[src/rtl/pkt_combiner_pkg.sv]
package pkt_combiner_pkg;

  // Intake gate: a new packet needs room for a maximum-length packet,
  // a packet already under way only needs one slot.
  function automatic logic room_for_beat(input int unsigned free_slots,
                                         input int unsigned max_beats,
                                         input logic        mid_packet);
    return mid_packet ? (free_slots != 0) : (free_slots >= max_beats);
  endfunction

  // Boundary rule at a packet's final beat.
  function automatic logic burst_closes(input logic held,
                                        input logic more_waiting,
                                        input logic at_limit);
    return held || !more_waiting || at_limit;
  endfunction

endpackage

[src/rtl/pkt_combiner_buffer.sv]
module pkt_combiner_buffer
  import pkt_combiner_pkg::*;
#(
  parameter int DATA_W        = 32,
  parameter int DEPTH         = 64,
  parameter int MAX_PKT_BEATS = 16,
  localparam int KEEP_W = DATA_W / 8,
  localparam int AW     = $clog2(DEPTH),
  localparam int PW     = AW + 1
) (
  input  logic              clk,
  input  logic              rst_n,
  input  logic              wr_valid,
  output logic              wr_ready,
  input  logic [DATA_W-1:0] wr_data,
  input  logic [KEEP_W-1:0] wr_keep,
  input  logic              wr_last,
  input  logic              wr_err,
  output logic              rd_avail,
  input  logic              rd_take,
  output logic [DATA_W-1:0] rd_data,
  output logic [KEEP_W-1:0] rd_keep,
  output logic              rd_eop,
  output logic              commit_pulse,
  output logic              drop_pulse,
  output logic [PW-1:0]     free_slots,
  output logic              open_pkt
);
  localparam int EW = DATA_W + KEEP_W + 1;

  logic [EW-1:0] store [DEPTH];
  logic [PW-1:0] wr_ptr, cmt_ptr, rd_ptr;
  logic [PW-1:0] used;
  logic          wr_fire;
  logic [EW-1:0] head;

  assign used       = wr_ptr - rd_ptr;
  assign free_slots = PW'(DEPTH) - used;
  assign wr_ready   = room_for_beat(int'(free_slots), MAX_PKT_BEATS, open_pkt);
  assign wr_fire    = wr_valid && wr_ready;

  assign commit_pulse = wr_fire && wr_last && !wr_err;
  assign drop_pulse   = wr_fire && wr_last && wr_err;

  always_ff @(posedge clk) begin
    if (wr_fire) store[wr_ptr[AW-1:0]] <= {wr_last, wr_keep, wr_data};
  end

  always_ff @(posedge clk) begin
    if (!rst_n) begin
      wr_ptr   <= '0;
      cmt_ptr  <= '0;
      rd_ptr   <= '0;
      open_pkt <= 1'b0;
    end else begin
      if (wr_fire) begin
        open_pkt <= !wr_last;
        if (drop_pulse) begin
          wr_ptr <= cmt_ptr;
        end else begin
          wr_ptr <= wr_ptr + 1'b1;
          if (commit_pulse) cmt_ptr <= wr_ptr + 1'b1;
        end
      end
      if (rd_take) rd_ptr <= rd_ptr + 1'b1;
    end
  end

  assign rd_avail = (rd_ptr != cmt_ptr);
  assign head     = store[rd_ptr[AW-1:0]];
  assign rd_data  = head[DATA_W-1:0];
  assign rd_keep  = head[DATA_W +: KEEP_W];
  assign rd_eop   = head[EW-1];

endmodule

[src/rtl/pkt_combiner_ctrl.sv]
module pkt_combiner_ctrl
  import pkt_combiner_pkg::*;
#(
  parameter int DEPTH    = 64,
  parameter int MAX_PKTS = 8,
  localparam int CW = $clog2(DEPTH + 1),
  localparam int MW = $clog2(MAX_PKTS + 1)
) (
  input  logic          clk,
  input  logic          rst_n,
  input  logic          rd_avail,
  input  logic          rd_eop,
  input  logic          commit_pulse,
  input  logic          out_ready,
  output logic          out_valid,
  output logic          out_last,
  output logic          rd_take,
  output logic [CW-1:0] pkt_held,
  output logic [MW-1:0] merged
);
  logic held_last;
  logic more_waiting;
  logic at_limit;
  logic eop_fire;

  assign out_valid    = rd_avail;
  assign rd_take      = rd_avail && out_ready;
  assign eop_fire     = rd_take && rd_eop;
  assign more_waiting = (pkt_held > CW'(1));
  assign at_limit     = (merged == MW'(MAX_PKTS - 1));
  assign out_last     = rd_avail && rd_eop && burst_closes(held_last, more_waiting, at_limit);

  always_ff @(posedge clk) begin
    if (!rst_n) begin
      pkt_held  <= '0;
      merged    <= '0;
      held_last <= 1'b0;
    end else begin
      pkt_held <= pkt_held + CW'(commit_pulse) - CW'(eop_fire);
      if (eop_fire) merged <= out_last ? '0 : merged + 1'b1;
      if (rd_take)       held_last <= 1'b0;
      else if (out_last) held_last <= 1'b1;
    end
  end

endmodule

[src/rtl/pkt_combiner.sv]
module pkt_combiner #(
  parameter int DATA_W        = 32,
  parameter int DEPTH         = 64,
  parameter int MAX_PKT_BEATS = 16,
  parameter int MAX_PKTS      = 8,
  localparam int KEEP_W = DATA_W / 8
) (
  input  logic              clk,
  input  logic              rst_n,
  input  logic              s_valid,
  output logic              s_ready,
  input  logic [DATA_W-1:0] s_data,
  input  logic [KEEP_W-1:0] s_keep,
  input  logic              s_last,
  input  logic              s_user,
  output logic              m_valid,
  input  logic              m_ready,
  output logic [DATA_W-1:0] m_data,
  output logic [KEEP_W-1:0] m_keep,
  output logic              m_last
);
  localparam int PW = $clog2(DEPTH) + 1;
  localparam int CW = $clog2(DEPTH + 1);
  localparam int MW = $clog2(MAX_PKTS + 1);

  logic          rd_avail, rd_take, rd_eop;
  logic          commit_pulse, drop_pulse;
  logic [PW-1:0] free_slots;
  logic          open_pkt;
  logic [CW-1:0] pkt_held;
  logic [MW-1:0] merged;

  pkt_combiner_buffer #(
    .DATA_W(DATA_W), .DEPTH(DEPTH), .MAX_PKT_BEATS(MAX_PKT_BEATS)
  ) u_buf (
    .clk(clk), .rst_n(rst_n),
    .wr_valid(s_valid), .wr_ready(s_ready), .wr_data(s_data),
    .wr_keep(s_keep), .wr_last(s_last), .wr_err(s_user),
    .rd_avail(rd_avail), .rd_take(rd_take), .rd_data(m_data),
    .rd_keep(m_keep), .rd_eop(rd_eop),
    .commit_pulse(commit_pulse), .drop_pulse(drop_pulse),
    .free_slots(free_slots), .open_pkt(open_pkt)
  );

  pkt_combiner_ctrl #(
    .DEPTH(DEPTH), .MAX_PKTS(MAX_PKTS)
  ) u_ctrl (
    .clk(clk), .rst_n(rst_n),
    .rd_avail(rd_avail), .rd_eop(rd_eop), .commit_pulse(commit_pulse),
    .out_ready(m_ready), .out_valid(m_valid), .out_last(m_last),
    .rd_take(rd_take), .pkt_held(pkt_held), .merged(merged)
  );

endmodule

[config.mk]
export PLATFORM = sky130hd
export DESIGN_NAME = pkt_combiner
export DESIGN_NICKNAME = d
export VERILOG_FILES = /design/src/rtl/pkt_combiner_pkg.sv /design/src/rtl/pkt_combiner_buffer.sv /design/src/rtl/pkt_combiner_ctrl.sv /design/src/rtl/pkt_combiner.sv
export SDC_FILE = /design/constraint.sdc
export NUM_CORES = 2
export LEC_CHECK = 0
export CAP_MARGIN = 20
export CORE_MARGIN = 4
export CORE_UTILIZATION = 50
export DETAILED_ROUTE_END_ITERATION = 8
export PLACE_DENSITY_LB_ADDON = 0.05
export SYNTH_ARGS = -nofsm -noshare
export SYNTH_HDL_FRONTEND = slang
export SYNTH_SLANG_ARGS = --single-unit
[constraint.sdc]
create_clock -name clk -period 4.23 [get_ports clk]
set_input_delay 0.6345 -clock clk [delete_from_list [all_inputs] [get_ports clk]]
set_output_delay 0.6345 -clock clk [all_outputs]
set_load 0.01 [all_outputs]
==> out/qor.csv <==
stage,metric,value,unit
grt,vias in the first global route,45400,
worst_setup_path,Register-to-Register Path Depth,23,
synthesis,Cells after Synth,3736,
grt,first-pass GRT wire length,364800,µm
status,failing checks,negative setup slack,
power_and_ir_drop,leakage,33.82,nW
grt,initial antenna violation count,20,
cells_and_area,Reg area,0.07193,mm²
worst_setup_path,Critical Path Max Stage Delay,0.55,ns
cts,TritonCTS clock tree,yes,
cells_and_area,most frequent cells in the layout,"edfxtp_1 (2368), mux4_2 (759), clkbuf_16 (257)",
worst_hold_path,HP Class,in -> reg,
drt,DR iter-0 viols,5583,
die,initial cell density of the core,50.34,%
power_and_ir_drop,Sw Share,24.67,%
power_and_ir_drop,Psw,15.00,mW
cts,CTS buffer count,238,
timing,Slew @ Worst Pin,1.174,ns
timing,Final WS setup,-0.09970,ns
worst_setup_path,sequence of cells on the critical path,"buf_12, buf_16, buf_8, buf_16, buf_8, mux4_2, mux4_2, mux4_2, buf_6",
drt,vias,45060,
drt,Vias/cell,6.459,
timing,clock skew,0.02486,ns
worst_setup_path,CP max stage cell,mux4_2,
worst_hold_path,HP Start,s_data[3],
drt,Routed WL,265100,µm
drt,average wire per standard cell,38.00,µm
die,row cnt,157,
power_and_ir_drop,Max IR drop VDD,0.0004527,V
status,outcome,"complete, but fails checks",
grt,gr ovfl total,0,
timing,fin. max-slew vios,0,
die,DIE WIDTH,437.6,µm
worst_setup_path,RR Endpoint,u_ctrl.pkt_held[6],
grt,largest net degree at the start of global routing,68,
power_and_ir_drop,Cell Pwr Density,552.6,mW/mm²
grt,total track usage,27.70,%
timing,Final Hold Fails,0,
synthesis,Mapped Avg Cell Area,24.69,µm²
synthesis,number of synthesis warnings,0,
power_and_ir_drop,part of the power in registers,43.8,%
synthesis,"EDFF count, synth",2368,
timing,minimum clock period after layout,4.330,ns
cts,"CTS clk-pin slew, worst paths",0.06,ns
timing,Slew HR,21.73,%
cells_and_area,area of the multi-input gates,0.02023,mm²
die,core area,0.1833,mm²
power_and_ir_drop,Pint,45.80,mW
worst_hold_path,Hold Path End,u_buf.store[63][3],
worst_setup_path,CP required,3.60,ns
cells_and_area,layout cell share with drive strength beyond 1,38.54,%
cells_and_area,"commonest non-fill, non-tap cell in the layout",edfxtp_1,
worst_hold_path,hold path depth,1,
placed_design,# port buffers,80,
die,Die Footprint,0.1915,mm²
worst_setup_path,"Arr. time, crit path",3.70,ns
cells_and_area,layout net count,4379,
timing,unrepaired setup endpoints after global routing,true,
timing,Fin Setup TNS,-1.524,ns
placed_design,Placer Congestion,0.8112,
synthesis,sequential cell area fraction in the yosys report,77.94,%
cts,clock buffer depth,3,
drt,Antenna Nets Post-Route,0,
placed_design,DP HPWL,143700,µm
worst_setup_path,CP Max Fanout,7,
synthesis,register bit total from synthesis,2408,
die,IO Pins,81,
power_and_ir_drop,Comb power frac,22.9,%
power_and_ir_drop,Clk pwr share,33.3,%
worst_setup_path,crit end category,primary output,
flow_run,MaxCap Viol Count,0,
worst_setup_path,reg2reg setup slack,0.06,ns
cts,H-tree level count,4,
drt,drt drc,0,
power_and_ir_drop,Total Power,60.80,mW
timing,Tcrit/Tclk final,102.4,%
cts,clk_lat worst skew,0.87,ns
die,die span in y,437.6,µm
cts,# clock sinks,2408,
cells_and_area,synth-to-layout area growth,19.25,%
synthesis,"Cell Area, Synth",0.09226,mm²
synthesis,Synth Net Count,3808,
synthesis,count of cell types in the netlist,53,
worst_setup_path,Worst setup SP type,register,
cells_and_area,# fillers,12640,
cts,clock root buffer,clkbuf_16,
timing,Final setup viols,28,
worst_setup_path,critical path type,reg -> out,
drt,first-pass iteration count of the detailed router,5,
synthesis,top_reg_cell synth,edfxtp_1,
cts,Hold Buf Count CTS,0,
synthesis,ys async rst share,0,%
timing,Peak Freq,0.2310,GHz
worst_setup_path,CP dominant cell by count,mux4_2,
==> cell families (layout without fill, tap and decap cells) <==
group	Yosys count	after routing	share of synthesized area, %
xor gates and xnor gates	25	25	0.2373
and+or+nand+nor	199	199	0.9453
adders and majority gates	30	30	0.4231
other	0	3	0
AOI/OAI and AO/OA	63	63	0.4353
buffers and inverters	215	989	1.032
muxes	796	796	18.98
DFF	2408	2408	77.94
==> registers in the layout, summed over array words and instances (netlist names), named ones only <==
register,flops
u_buf.store,2368
u_buf.cmt_ptr,7
u_buf.rd_ptr,7
u_buf.wr_ptr,7
u_ctrl.pkt_held,7
u_ctrl.merged,4
u_buf.open_pkt,1
u_ctrl.held_last,1
==> per-layer routing <==
layer,track usage (%),vias up,wire [µm]
met1,39.30,24900,105200
li1,-,17390,-
met4,8.681,6,8892
met5,0,-,41
met3,4.524,452,20380
met2,44.82,2313,130600
==> critical path: cells and delay by family (launching register included) <==
family | cells | cell delay [ns]
muxes | 3 | 1.58
buffers and inverters | 6 | 0.85
DFF | 1 | 0.37
==> cell usage after synthesis, types with 2 or more instances <==
cell type,n,area [µm²]
xor2_1,5,43.79
inv_1,25,93.84
a21boi_0,2,15.01
xnor2_1,20,175.2
o21ai_0,21,105.1
nor2b_1,3,18.77
nand2b_1,2,12.51
mux4_1,3,78.83
clkbuf_1,85,319.1
nand3_1,24,120.1
buf_6,7,78.83
and3_1,2,12.51
buf_4,3,22.52
o22ai_1,2,12.51
o31ai_1,2,15.01
nand2_1,34,127.6
and2_1,4,25.02
a21o_1,2,15.01
mux4_2,758,17070
or4_1,2,15.01
ha_1,28,350.3
dfxtp_1,40,800.8
nand4_1,6,37.54
mux2_2,11,123.9
or3_1,5,31.28
o21a_1,2,15.01
o21bai_1,3,22.52
nor3_1,7,35.03
buf_1,29,108.9
fa_1,2,40.04
mux2i_1,24,240.2
a211oi_1,6,45.04
nor2_1,105,394.1
edfxtp_1,2368,71110
buf_2,65,325.3
a21oi_1,12,60.06
==> per-stage QoR <==
step	setup WS (ns)	util [%]	hold WS [ns]	area, µm²	cells
after floorplan	-0.1263	-	0.4578	92260	3736
after global placement	-0.2075	53.86	0.4685	98710	6339
after detailed placement	-0.1164	53.87	0.4865	98730	6340
after CTS	-0.2611	59.42	0.2387	108900	6918
after global routing	-0.1587	60.03	0.09299	110000	6974
final	-0.09970	60.03	0.1173	110000	6977
==> timing repair <==
item / CTS / global route
setup endpoints to repair: 39 / 39
cloned: 39 / 17
gates resized for setup: 361 / 106
pin swaps: 11 / 11
buffers inserted: 97 / 48
==> worst max-delay path by stage <==
stage / start / depth (start not counted) / end
3_3_place_gp: u_buf.wr_ptr[1] / 19 / u_ctrl.pkt_held[6]
5_1_grt: register / 9 / m_data[22]
6_report: register / 9 / m_data[22]
2_1_floorplan: u_buf.wr_ptr[1] / 11 / u_buf.store[41][0]
4_1_cts: register / 9 / m_data[15]
3_5_place_dp: u_buf.wr_ptr[1] / 19 / u_ctrl.pkt_held[6]
==> area by class of cell <==
class / count / share of cell area [%]
Sequential cell: 2408 / 65.38
Timing Repair Buffer: 520 / 6.546
Clock inverter: 148 / 1.124
Inverter: 26 / 0.08870
Antenna cell: 3 / 0.006823
Multi-Input combinational cell: 1113 / 18.39
Clock buffer: 295 / 5.666
Tap cell: 2464 / 2.802
==> power by group through the flow <==
stage / logic [mW] / clock network (mW) / registers (mW)
floorplan: 6.97 / 0 / 27.1
detailed placement: 10.5 / 0 / 27.2
global placement: 10.4 / 0 / 27.1
global route: 14.6 / 21.6 / 26.6
finish: 13.9 / 20.2 / 26.6
CTS: 13.4 / 20.6 / 26.6
No activity file was read; power rests on OpenSTA's default activity.
